===== config.mk =====
export PLATFORM = sky130hd
export DESIGN_NAME = wdt_guard
export DESIGN_NICKNAME = d
export VERILOG_FILES = /design/src/rtl/wdt_guard_pkg.sv /design/src/rtl/wdt_presc.sv /design/src/rtl/wdt_loadreg.sv /design/src/rtl/wdt_cnt_fsm.sv /design/src/rtl/wdt_flag.sv /design/src/rtl/wdt_guard.sv
export SDC_FILE = /design/constraint.sdc
export NUM_CORES = 1
export LEC_CHECK = 0
export BUFFER_PORTS_ARGS = -buffer_cell sky130_fd_sc_hd__buf_2
export CAP_MARGIN = 30
export CELL_PAD_IN_SITES_DETAIL_PLACEMENT = 2
export CELL_PAD_IN_SITES_GLOBAL_PLACEMENT = 2
export CORE_MARGIN = 2
export CORE_UTILIZATION = 33
export DETAILED_ROUTE_END_ITERATION = 10
export GPL_TIMING_DRIVEN = 1
export PLACE_DENSITY = 0.9
export SKIP_CTS_REPAIR_TIMING = 1
export SYNTH_ARGS = -nofsm -noshare
export SYNTH_HDL_FRONTEND = slang
export SYNTH_HIERARCHICAL = 1
export SYNTH_SLANG_ARGS = --single-unit

===== constraint.sdc =====
create_clock -name clk -period 3.31 [get_ports clk]
set_clock_uncertainty 0.15 [all_clocks]
set_input_delay 0.8275 -clock clk [delete_from_list [all_inputs] [get_ports clk]]
set_output_delay 0.8275 -clock clk [all_outputs]
set_load 0.05 [all_outputs]

===== src/rtl/wdt_guard_pkg.sv =====
package wdt_guard_pkg;

    typedef enum logic [1:0] {
        ST_OFF     = 2'd0,
        ST_RUN     = 2'd1,
        ST_EXPIRED = 2'd2
    } wdt_state_e;

endpackage


===== src/rtl/wdt_presc.sv =====
module wdt_presc #(
    parameter int DIV = 1024
) (
    input  logic clk,
    input  logic rst_n,
    input  logic ref_tick,
    input  logic restart,
    output logic tick
);
    localparam int PW = (DIV > 1) ? $clog2(DIV) : 1;
    localparam logic [PW-1:0] LAST = PW'(DIV - 1);

    logic [PW-1:0] pre_q;
    logic          at_last;

    assign at_last = (pre_q == LAST);

    always_ff @(posedge clk) begin
        if (!rst_n) begin
            pre_q <= '0;
        end else if (restart) begin
            pre_q <= '0;
        end else if (ref_tick) begin
            pre_q <= at_last ? '0 : pre_q + 1'b1;
        end
    end

    assign tick = ref_tick && at_last;

    // a slow tick only occurs on a reference enable
    p_tick_needs_ref_r2: assert property (@(posedge clk) disable iff (!rst_n)
        tick |-> ref_tick);

    // divider never leaves its range
    p_pre_range_r2: assert property (@(posedge clk) disable iff (!rst_n)
        pre_q <= LAST);

    // divider holds when no enable and no restart
    p_pre_hold_r2: assert property (@(posedge clk) disable iff (!rst_n)
        (!ref_tick && !restart) |=> $stable(pre_q));

endmodule


===== src/rtl/wdt_loadreg.sv =====
module wdt_loadreg #(
    parameter int TMO_W = 6
) (
    input  logic             clk,
    input  logic             rst_n,
    input  logic             wr_en,
    input  logic             wr_lock,
    input  logic             wr_svc,
    input  logic [TMO_W-1:0] wr_val,
    output logic [TMO_W-1:0] tmo_q,
    output logic             load,
    output logic [TMO_W-1:0] load_val
);
    logic upd;

    assign upd      = wr_en && !wr_lock;
    assign load     = wr_en && (wr_svc || !wr_lock);
    assign load_val = upd ? wr_val : tmo_q;

    always_ff @(posedge clk) begin
        if (!rst_n) begin
            tmo_q <= '0;
        end else if (upd) begin
            tmo_q <= wr_val;
        end
    end

    // a locked write never alters the stored timeout
    p_lock_keeps_value_r4: assert property (@(posedge clk) disable iff (!rst_n)
        (wr_en && wr_lock) |=> $stable(tmo_q));

    // an unlocked write stores its value
    p_unlocked_stores_r3: assert property (@(posedge clk) disable iff (!rst_n)
        (wr_en && !wr_lock) |=> (tmo_q == $past(wr_val)));

    // with no write the timeout is kept
    p_no_write_keeps_r4: assert property (@(posedge clk) disable iff (!rst_n)
        !wr_en |=> $stable(tmo_q));

endmodule


===== src/rtl/wdt_cnt_fsm.sv =====
module wdt_cnt_fsm
    import wdt_guard_pkg::*;
#(
    parameter int TMO_W = 6
) (
    input  logic             clk,
    input  logic             rst_n,
    input  logic             tick,
    input  logic             load,
    input  logic [TMO_W-1:0] load_val,
    output logic [TMO_W-1:0] cnt_q,
    output logic             expire
);
    localparam logic [TMO_W-1:0] ONE = TMO_W'(1);

    wdt_state_e       state_q, state_n;
    logic [TMO_W-1:0] cnt_n;

    always_ff @(posedge clk) begin
        if (!rst_n) begin
            state_q <= ST_OFF;
            cnt_q   <= '0;
        end else begin
            state_q <= state_n;
            cnt_q   <= cnt_n;
        end
    end

    always_comb begin
        state_n = state_q;
        cnt_n   = cnt_q;
        if (load) begin
            cnt_n   = load_val;
            state_n = (load_val != '0) ? ST_RUN : ST_OFF;
        end else begin
            unique case (state_q)
                ST_OFF: begin
                    cnt_n = '0;
                end
                ST_RUN: begin
                    if (tick) begin
                        if (cnt_q == ONE) begin
                            cnt_n   = '0;
                            state_n = ST_EXPIRED;
                        end else begin
                            cnt_n = cnt_q - ONE;
                        end
                    end
                end
                ST_EXPIRED: begin
                    cnt_n = '0;
                end
                default: begin
                    cnt_n   = '0;
                    state_n = ST_OFF;
                end
            endcase
        end
    end

    always_comb begin
        expire = 1'b0;
        unique case (state_q)
            ST_RUN:     expire = tick && !load && (cnt_q == ONE);
            ST_OFF:     expire = 1'b0;
            ST_EXPIRED: expire = 1'b0;
            default:    expire = 1'b0;
        endcase
    end

    // a running counter is never at zero
    p_run_nonzero_r7: assert property (@(posedge clk) disable iff (!rst_n)
        (state_q == ST_RUN) |-> (cnt_q != '0));

    // expired counter holds at zero until reloaded
    p_hold_zero_r7: assert property (@(posedge clk) disable iff (!rst_n)
        (state_q == ST_EXPIRED && !load) |=> (state_q == ST_EXPIRED && cnt_q == '0));

    // one expiry per countdown
    p_expire_once_r7: assert property (@(posedge clk) disable iff (!rst_n)
        expire |=> !expire);

    // disabled watchdog keeps count at zero
    p_off_zero_r6: assert property (@(posedge clk) disable iff (!rst_n)
        (state_q == ST_OFF) |-> (cnt_q == '0));

    // a nonzero reload always restarts the countdown, even on a final tick
    p_reload_wins_r11: assert property (@(posedge clk) disable iff (!rst_n)
        (load && load_val != '0) |=> (state_q == ST_RUN && cnt_q == $past(load_val)));

endmodule


===== src/rtl/wdt_flag.sv =====
module wdt_flag (
    input  logic clk,
    input  logic rst_n,
    input  logic expire,
    input  logic irq_en,
    input  logic flag_rd,
    output logic flag_q,
    output logic irq_q
);
    always_ff @(posedge clk) begin
        if (!rst_n) begin
            flag_q <= 1'b0;
            irq_q  <= 1'b0;
        end else begin
            if (expire)       flag_q <= 1'b1;
            else if (flag_rd) flag_q <= 1'b0;

            if (expire && irq_en) irq_q <= 1'b1;
            else if (flag_rd)     irq_q <= 1'b0;
        end
    end

    // an expiry sets the flag even under a simultaneous read
    p_set_wins_r10: assert property (@(posedge clk) disable iff (!rst_n)
        expire |=> flag_q);

    // a read with no expiry clears flag and request
    p_read_clears_r9: assert property (@(posedge clk) disable iff (!rst_n)
        (flag_rd && !expire) |=> (!flag_q && !irq_q));

    // the request never stands without the flag
    p_irq_has_flag_r8: assert property (@(posedge clk) disable iff (!rst_n)
        irq_q |-> flag_q);

    // a masked expiry raises no request
    p_irq_masked_r8: assert property (@(posedge clk) disable iff (!rst_n)
        (!irq_q && !(expire && irq_en)) |=> !irq_q);

endmodule


===== src/rtl/wdt_guard.sv =====
module wdt_guard #(
    parameter int TMO_W = 6,
    parameter int PRESC = 1024
) (
    input  logic               clk,
    input  logic               rst_n,
    input  logic               ref_tick,
    input  logic               wr_en,
    input  logic [TMO_W+1:0]   wr_data,
    input  logic               irq_en,
    input  logic               flag_rd,
    output logic [TMO_W-1:0]   timeout_val,
    output logic [TMO_W-1:0]   count,
    output logic               wdf,
    output logic               irq
);
    localparam int LOCK_POS = TMO_W;
    localparam int SVC_POS  = TMO_W + 1;

    logic             tick;
    logic             load;
    logic             expire;
    logic [TMO_W-1:0] load_val;

    wdt_presc #(.DIV(PRESC)) u_presc (
        .clk      (clk),
        .rst_n    (rst_n),
        .ref_tick (ref_tick),
        .restart  (load),
        .tick     (tick)
    );

    wdt_loadreg #(.TMO_W(TMO_W)) u_loadreg (
        .clk      (clk),
        .rst_n    (rst_n),
        .wr_en    (wr_en),
        .wr_lock  (wr_data[LOCK_POS]),
        .wr_svc   (wr_data[SVC_POS]),
        .wr_val   (wr_data[TMO_W-1:0]),
        .tmo_q    (timeout_val),
        .load     (load),
        .load_val (load_val)
    );

    wdt_cnt_fsm #(.TMO_W(TMO_W)) u_fsm (
        .clk      (clk),
        .rst_n    (rst_n),
        .tick     (tick),
        .load     (load),
        .load_val (load_val),
        .cnt_q    (count),
        .expire   (expire)
    );

    wdt_flag u_flag (
        .clk     (clk),
        .rst_n   (rst_n),
        .expire  (expire),
        .irq_en  (irq_en),
        .flag_rd (flag_rd),
        .flag_q  (wdf),
        .irq_q   (irq)
    );

    // a service write with nonzero timeout cannot produce a flag next cycle
    p_service_no_flag_r5: assert property (@(posedge clk) disable iff (!rst_n)
        (wr_en && wr_data[SVC_POS] && !wdf && timeout_val != '0) |=> !wdf);

endmodule


# Word level (Yosys, flattened, before mapping)
# Index checks and enable logic that the tools add are counted.
# word_totals
register_bits	26
inputBits	14
word_cells	47
# op_classes
n_addsub	2
n_eq_ne	7
muxes	15
n_bitwise	1
n_reduce_logical	16
# op_table
operator	n
$mux W6	5
$add A10 B1 Y10 const B	1
$eq A10 B10 Y1 const B	1
$mux W10	1
$eq A6 B1 Y1 const B	1
$logic_and A1 B1 Y1	6
$mux W2	3
$ne A3 B1 Y1 const B	2
$reduce_bool A6 Y1	1
$sub A6 B1 Y6 const B	1
$mux W1	5
$pmux W2 S2	1
$reduce_bool A2 Y1	2
$reduce_or A2 Y1	2
$reduce_and A3 Y1	1
$eq A2 B1 Y1 const B	1
$eq A2 B2 Y1 const B	1
$logic_not A1 Y1	2
$logic_not A2 Y1	1
$ne A2 B1 Y1 const B	1
$logic_or A1 B1 Y1	1
$not A1 Y1	1

# Depth between registers and ports, before layout
# Gate-level depths: netlist of the first run.
# logic_depth
word_depth	9
depth_mapped	8
depth_no_buf	7

# By module
# The synthesis of the first run kept the hierarchy.
# modules_own_cells
mod	n_inst	cells_each	area_per_inst_um2	seq_area_each_um2
wdt_presc	1	63	533.0	200.2
wdt_cnt_fsm	1	60	529.3	160.2
wdt_loadreg	1	37	347.8	120.1
wdt_flag	1	7	71.3	40.0

# Least setup slack after synthesis of the first run
# No wires, ideal clock.
# synth_path
kind	in2reg
startpoint	input ref_tick
endpoint	register u_fsm.cnt_q[5]
setup_time_ns	0.125
arrival_time_ns	2.449
slack_ns	0.586
cell_stages	7
path_buffers	2
cell_sequence	buf_2 nand4_2 buf_6 nor4_1 or3b_1 o2111ai_1 nand3_1
# synth_via
elab_chain_len	2
# synth_rtl
element	line_no	rtl
from (decl)	wdt_guard.sv:7	input logic ref_tick,
$logic_and A1 B1 Y1	wdt_presc.sv:28	assign tick = ref_tick && at_last;
named net tick	wdt_guard.sv:20	logic tick;
$ne A3 B1 Y1 (no source line)	-	
to (signal assigned)	wdt_cnt_fsm.sv:25	cnt_q <= cnt_n;
to (decl)	wdt_cnt_fsm.sv:11	output logic [TMO_W-1:0] cnt_q,
# The timed path passes the listed nets, and every way through them passes these cells.
# A chain may end at the register's enable or synchronous reset.

# Worst setup path in the final report of the first run
# layout_path
startpoint	input wr_data[6]
endpoint	register u_fsm.state_q[0]
# layout_via
elab_chain_len	6
# layout_rtl
element	line_no	rtl
from (decl)	wdt_guard.sv:9	input logic [TMO_W+1:0] wr_data,
$logic_not A1 Y1	wdt_loadreg.sv:16	assign upd = wr_en && !wr_lock;
$logic_and A1 B1 Y1	wdt_loadreg.sv:16	
$mux W6	wdt_loadreg.sv:18	assign load_val = upd ? wr_val : tmo_q;
named net load_val[0]	wdt_guard.sv:23	logic [TMO_W-1:0] load_val;
$reduce_bool A6 Y1	wdt_cnt_fsm.sv:34	state_n = (load_val != '0) ? ST_RUN : ST_OFF;
$mux W1	wdt_cnt_fsm.sv:34	
$mux W2	wdt_cnt_fsm.sv:32	if (load) begin
to (signal assigned)	wdt_cnt_fsm.sv:24	state_q <= state_n;
to (decl)	wdt_cnt_fsm.sv:16	wdt_state_e state_q, state_n;
# The timed path passes the listed nets, and every way through them passes these cells.

==> results of run 1 <==
final timing paths:
path                                  startpoint          endpoint  slack, ns  cells after the start
worst max-delay path                  wr_data[6]  u_fsm/state_q[0]       0.88                      6
worst min-delay path                u_flag/irq_q      u_flag/irq_q       0.33                      2
worst max register to register  u_presc/pre_q[0]    u_fsm/cnt_q[3]       0.97                      7
worst min register to register      u_flag/irq_q      u_flag/irq_q       0.33                      2
through the flow:
stage                     power (mW)  setup WS, ns  hold WS, ns  area [um^2]  utilization
after CTS                      0.710         0.879        0.337         1710        0.393
after detailed placement       0.435         0.634        0.318         1640        0.376
after floorplan                0.406         0.586        0.302         1480            -
after global placement         0.430         0.719        0.310         1640        0.376
after global routing           0.731         0.604        0.360         1710        0.393
final                          0.698         0.881        0.328         1710        0.393
cell usage in the layout (no fill, tap or decap), types with 3 or more instances in the layout:
cell and instances:
nor2_1 4, dfxtp_1 26, o21ai_0 5, buf_2 27
nand3_1 7, a21oi_1 7, o31ai_1 3, mux2i_1 6
nand2_1 22, clkbuf_8 3, nand4_1 8, or4_1 3
o2111ai_1 4, nand2b_1 4, nor2b_1 4, inv_1 10
ha_1 3, mux2_2 6, xor2_1 3, nor3b_1 3
worst max-delay path, delay by kind of cell:
kind	cells	cell delay [ns]
and+or+nand+nor	3	0.82
AOI/OAI and AO/OA	1	0.32
muxes	1	0.36
buffers and inverters	1	0.10
synth_stat cells (2+ instances only):
library cell  instances
nand4_1               8
nor2_1                4
nor2b_1               4
a31oi_1               2
o21ai_0               5
nor3b_1               3
buf_6                 3
nand2b_1              4
inv_1                10
dfxtp_1              26
xor2_1                3
nor3_1                2
mux2i_1               6
o31ai_1               3
a311oi_1              2
o2111ai_1             4
clkbuf_1              2
o21a_1                2
nand3_1               7
o311ai_1              2
or4_1                 3
nand2_1              22
a21oi_1               7
buf_2                 2
ha_1                  3
mux2_2                6
power by group through the flow:
stage	Clock, mW	Sequential [mW]	Combinational [mW]
after global routing	0.293	0.331	0.107
after global placement	0	0.337	0.0937
final	0.270	0.330	0.0980
after floorplan	0	0.355	0.0513
after detailed placement	0	0.337	0.0979
after CTS	0.281	0.330	0.0993
flip-flops by register name, indices dropped and copies added (netlist names):
name / flops
u_flag/irq_q: 1
u_presc/pre_q: 10
u_loadreg/tmo_q: 6
u_fsm/state_q: 2
u_fsm/cnt_q: 6
u_flag/flag_q: 1
cells by family (layout without fill, tap and decap cells):
family,after synthesis,after routing,synth area share
AO/OA/AOI/OAI,35,35,0.167
XOR/XNOR,3,3,0.0177
adder cells (fa/ha/maj),3,3,0.0253
buffers and inverters,18,43,0.0650
flip-flops,26,26,0.351
multiplexers,12,12,0.0861
AND/OR/NAND/NOR,70,70,0.287
per-layer routing:
| metal | vias to the layer above | routed length, um |
|---|---|---|
| met5 | - | 0 |
| met4 | 0 | 74 |
| met3 | 8 | 73 |
| met2 | 19 | 2320 |
| met1 | 670 | 1980 |
| li1 | 667 | - |
layout make-up:
cell class,instances,share of cell area
clock buffer,3,0.0242
multi-input combinational,123,0.506
timing repair buffer,29,0.0878
sequential,26,0.305
inverter,10,0.0220
clock inverter,1,0.0176
tap,52,0.0381
==> metrics.cfg, run 1 <==
[pwr]
p_clk_frac = 0.387
pwr-share-comb = 0.140
power_frac_seq = 0.473
p_per_area_nw_per_um2 = 408
p_sw_uw = 181
cellInternalPower_uw = 517
swShare = 0.259
ir_worst_vdd_v = 0.000242
leakage_nw = 0.643

[synthesis]
synthDominantCellAreaShare = 0.351
synth_top_cell_by_area = dfxtp_1
syn_avg_cell_area_um2 = 8.87
syn_area_um2 = 1480
synth_area_leaders = dfxtp_1 35%, nand2_1 5.6%, mux2_2 4.6%
mappedNetlistNets = 184
synth-seq-cells = 26
synthFlopType = dfxtp_1
synth_cell_type_count = 48
yosysWarnings = 6
synth_cells = 167
synth_seq_area_share = 0.351
postSynth.asyncResetShare = 0
synth_edf_count = 0

[routing]
drc_errors = 0
wl_um = 4450
ant_nets = 0
drt_first_pass_iters = 6
vias = 1364
via_per_inst = 5.59
wl_per_cell_um = 18.2
drt_iter0_drc = 39

[worst_hold_path]
hp-class = register to register

[finish]
num_antenna_cells = 0
drive_gt1_frac = 0.260
area_growth_pct = 15.4
n_fill_cell = 507
seq_area_um2 = 520
final_nets = 210
finalNonFillerCells = 244
multiInputGateArea_um2 = 865

[die]
die_w_um = 71
placementRows = 24
initial_utilization = 0.340
chipHeight_um = 71
core_area_um2 = 4350
io_pins = 28
dieArea_um2 = 5040

[critical_path]
cp_slowest_stage_delay_ns = 0.53
crit_path_top_delay_cell = or4_1
worstPathRequired_ns = 3.32
path_cells = buf_2 -> nand2b_4 -> mux2_2 -> or4_1 -> o311ai_1 -> nand2_1
path_class = input port to register
cp.arrival_ns = 2.43
start_kind = input port
end_kind = register
crit_path_max_fanout = 6

[clock_network]
clockRootBuffer = clkbuf_8
cts_buffers = 3
clock-sinks = 26
clock_latency_ns = 0.28
cts_tree = yes
clock_path_buffers = 2
clkTransAtPathRegs_ns = 0.10
cts_max_level = 1

[place]
hpwl_um = 3330
port_buffers = 27
gp_congestion = 0.815
dpl.cell_count = 240

[timing]
finalHoldViolCount = 0
tightestPinTransition_ns = 0.728
rsz0062_at_grt = no
relSlewSlack = 0.514
period_needed_ns = 2.43
setup_violations = 0
fmax_mhz = 412
fin_crit_sh = 0.734
setup_tns_ns = 0
slew_violations = 0

[grt]
grt_max_degree = 28
grt_pass1_wl_um = 7570
top_usage_layer = met2
grt_use_total = 0.191
overflow = 0
grt_antenna_before_repair = 0
grt_use_met2 = 0.342
use_met3 = 0.0228
met1_usage = 0.237
grt_pass1_vias = 1479

[flow_run]
drv_cap = 0

[run_status]
status = finished, final reports clean

(Power assumes the default switching activity.)
==> inputs of run 2 (changes only) <==
- ABC_AREA: not set -> 1
- CORE_UTILIZATION: 33 -> 30
- PLACE_DENSITY: 0.9 -> 0.88
- clock period: 3.31 -> 2.3 ns (I/O delays scaled with it)
==> run 2 against run 1 <==
Compared with the run above: global-route usage decreased by 2.2 points; critical path type is now register to register; cell count increased by 25%; first-iteration DRC count unchanged; utilization decreased by 1.9 points; hold slack got worse by 0.018 ns; worst setup slack got worse by 0.56 ns; non-clock buffer count unchanged.
==> metrics.cfg, run 2 <==
[synthesis]
postSynth.asyncResetShare = 0  ; unchanged
synth_cell_type_count = 30  ; was 48
synthDominantCellAreaShare = 0.346  ; was 0.351
synth_area_leaders = dfxtp_1 35%, nand2_2 7.9%, inv_1 7.0%  ; was dfxtp_1 35%, nand2_1 5.6%, mux2_2 4.6%
syn_avg_cell_area_um2 = 7.24  ; was 8.87 um^2
mappedNetlistNets = 225  ; was 184
synthFlopType = dfxtp_1  ; unchanged
syn_area_um2 = 1510  ; was 1480 um^2
synthTopCellsByCount = 28 x inv_1, 28 x nand2_1, 26 x dfxtp_1, 19 x nand2_2, 17 x nor2_1  ; was 26 x dfxtp_1, 22 x nand2_1, 10 x inv_1, 8 x nand4_1
yosysWarnings = 6  ; unchanged
synth_edf_count = 0  ; unchanged
synth_top_cell_by_area = dfxtp_1  ; unchanged
synth_cells = 208  ; was 167
synth_seq_area_share = 0.346  ; was 0.351
synth-seq-cells = 26  ; unchanged

[timing]
fmax_mhz = 506
period_needed_ns = 1.98
setup_tns_ns = 0  ; unchanged
fin_crit_sh = 0.860
relSlewSlack = 0.822  ; was 0.514
tightestPinTransition_ns = 0.263  ; was 0.728 ns
rsz0062_at_grt = no  ; unchanged
setup_violations = 0  ; unchanged
slew_violations = 0  ; unchanged
finalHoldViolCount = 0  ; unchanged

[finish]
area_growth_pct = 18.8  ; was 15.4%
mostFrequentLayoutCells = 28 x inv_1, 28 x nand2_1, 27 x buf_2, 26 x dfxtp_1, 19 x nand2_2  ; was 27 x buf_2, 26 x dfxtp_1, 22 x nand2_1, 10 x inv_1, 8 x nand4_1
regMostFlops = u_presc/pre_q  ; unchanged
n_fill_cell = 584  ; was 507
fin_area_um2 = 1790  ; was 1710 um^2
top_regs = u_presc/pre_q x10, u_fsm/cnt_q x6, u_loadreg/tmo_q x6  ; unchanged
largest_reg_flops = 10  ; unchanged
drive_gt1_frac = 0.318  ; was 0.260
final_nets = 257  ; was 210
num_antenna_cells = 0  ; unchanged

[die]
die_w_um = 74.8  ; was 71 um
placementRows = 25  ; was 24
chipHeight_um = 74.8  ; was 71 um
dieArea_um2 = 5600  ; was 5040 um^2
io_pins = 28  ; unchanged
initial_utilization = 0.315  ; was 0.340
core_area_um2 = 4790  ; was 4350 um^2

[critical_path]
rr_worst_depth = 10  ; was 7
end_kind = register  ; unchanged
regToRegStartpoint = u_presc/pre_q[0]  ; unchanged
start_kind = register  ; was input port
crit_path_max_fanout = 8  ; was 6
cp.arrival_ns = 1.99  ; was 2.43 ns
r2r_slack_ns = 0.32  ; was 0.97 ns
path_class = register to register  ; was input port to register
worstPathRequired_ns = 2.31  ; was 3.32 ns
r2r-end = u_fsm/cnt_q[3]  ; unchanged

[place]
hpwl_um = 3510  ; was 3330 um
gp_congestion = 0.820  ; was 0.815
port_buffers = 27  ; unchanged
post_dp_cell_area_um2 = 1720  ; was 1640 um^2

[routing]
via_per_inst = 4.61  ; was 5.59
drt_iter0_drc = 39  ; unchanged
drt_first_pass_iters = 4  ; was 6
drc_errors = 0  ; unchanged
vias = 1412  ; was 1,364
ant_nets = 0  ; unchanged
wl_per_cell_um = 14.0  ; was 18.2 um
wl_um = 4280  ; was 4450 um

[worst_hold_path]
worstHoldPathCells = 2  ; unchanged
hp-class = register to register  ; unchanged
min_to = u_flag/flag_q  ; was u_flag/irq_q
hp-start = u_flag/flag_q  ; was u_flag/irq_q

[clock_network]
cts_max_level = 1  ; unchanged
clock_latency_ns = 0.27  ; was 0.28 ns
clockRootBuffer = clkbuf_8  ; unchanged
cts_tree = yes  ; unchanged
clock-sinks = 26  ; unchanged
clock_path_buffers = 2  ; unchanged
cts_buffers = 3  ; unchanged
clkTransAtPathRegs_ns = 0.10  ; about the same

[grt]
grt_use_total = 0.169  ; was 0.191
grt_max_degree = 16  ; was 28
grt_pass1_wl_um = 7220  ; was 7570 um
grt_antenna_before_repair = 0  ; unchanged
overflow = 0  ; unchanged
grt_pass1_vias = 1553  ; was 1,479

[pwr]
ir_worst_vdd_v = 0.000322  ; was 0.000242 V
leakage_nw = 0.838  ; was 0.643 nW
p_per_area_nw_per_um2 = 655  ; was 408 nW/um^2

[flow_run]
drv_cap = 0  ; unchanged

[run_status]
status = finished, final reports clean  ; unchanged

## run 2: changes by cell type after synthesis, moves of 5 or more
cell / before / now
nand2_1: 22 / 28
nand2_2: 0 / 19
inv_1: 10 / 28
nand4_1: 8 / 3
mux2i_1: 6 / 0
mux2_2: 6 / 0
nand3_1: 7 / 16
nor2_1: 4 / 17
a21oi_1: 7 / 15
nor2_2: 0 / 8
clkinv_1: 0 / 10
a21oi_2: 0 / 5
## run 2: worst max-delay path by stage
stage / startpoint / endpoint / cells after the start
floorplan: wr_en / u_flag/irq_q / 10
global placement: wr_en / u_presc/pre_q[9] / 9
detailed placement: ref_tick / u_fsm/cnt_q[3] / 10
CTS: u_presc/pre_q[1] / u_fsm/cnt_q[3] / 10
global route: u_presc/pre_q[1] / u_fsm/cnt_q[3] / 10
finish: u_presc/pre_q[0] / u_fsm/cnt_q[3] / 10
## run 2: cell families after synthesis
| family | count (synthesis) | share of synthesized area |
|---|---|---|
| AND/OR/NAND/NOR | 100 | 0.362 |
| buffers and inverters | 44 | 0.122 |
| AO/OA/AOI/OAI | 31 | 0.122 |
| flip-flops | 26 | 0.346 |
| XOR/XNOR | 4 | 0.0233 |
| adder cells (fa/ha/maj) | 3 | 0.0249 |
## run 2: per-layer routing
layer,vias to the layer above,wire (um),GRT usage
met1,677,1750,0.188
met5,-,0,0
li1,712,-,-
met3,4,92,0.0281
met4,0,35,0.0317
met2,19,2400,0.335
## run 2: stage by stage
stage / instances / setup WS, ns / util / power, mW / hold slack, ns
floorplan: 208 / 0.535 / - / 0.721 / 0.322
global placement: 302 / 0.289 / 0.359 / 0.786 / 0.299
detailed placement: 302 / 0.197 / 0.359 / 0.804 / 0.301
CTS: 306 / 0.304 / 0.374 / 1.19 / 0.316
global route: 306 / 0.186 / 0.374 / 1.24 / 0.342
finish: 306 / 0.323 / 0.374 / 1.17 / 0.310
## run 2: cell type report
class                           count  area, um^2  area share
Clock buffer                        3        41.3      0.0231
Tap cell                           67        83.8      0.0469
Clock inverter                      1        30.0      0.0168
Inverter                           42         161      0.0903
Timing Repair Buffer               29         150      0.0840
Multi-Input combinational cell    138         801       0.448
Sequential cell                    26         520       0.291
## run 2: critical path: stages (launching register included)
cell and delay (ns):
dfxtp_1 0.39, ha_1 0.20, nand3_1 0.13, nor2_4 0.20, nand2_2 0.08, inv_1 0.11, nor2_1 0.06, nand2_2 0.15
inv_2 0.08, a21oi_1 0.21, a21oi_2 0.10
## run 2: power by group
part / switching, mW / internal (mW) / leakage [nW]
Sequential: 0.0228 / 0.472 / 0.212
Clock: 0.147 / 0.233 / 0.0357
Combinational: 0.209 / 0.0872 / 0.590
Total: 0.378 / 0.792 / 0.838
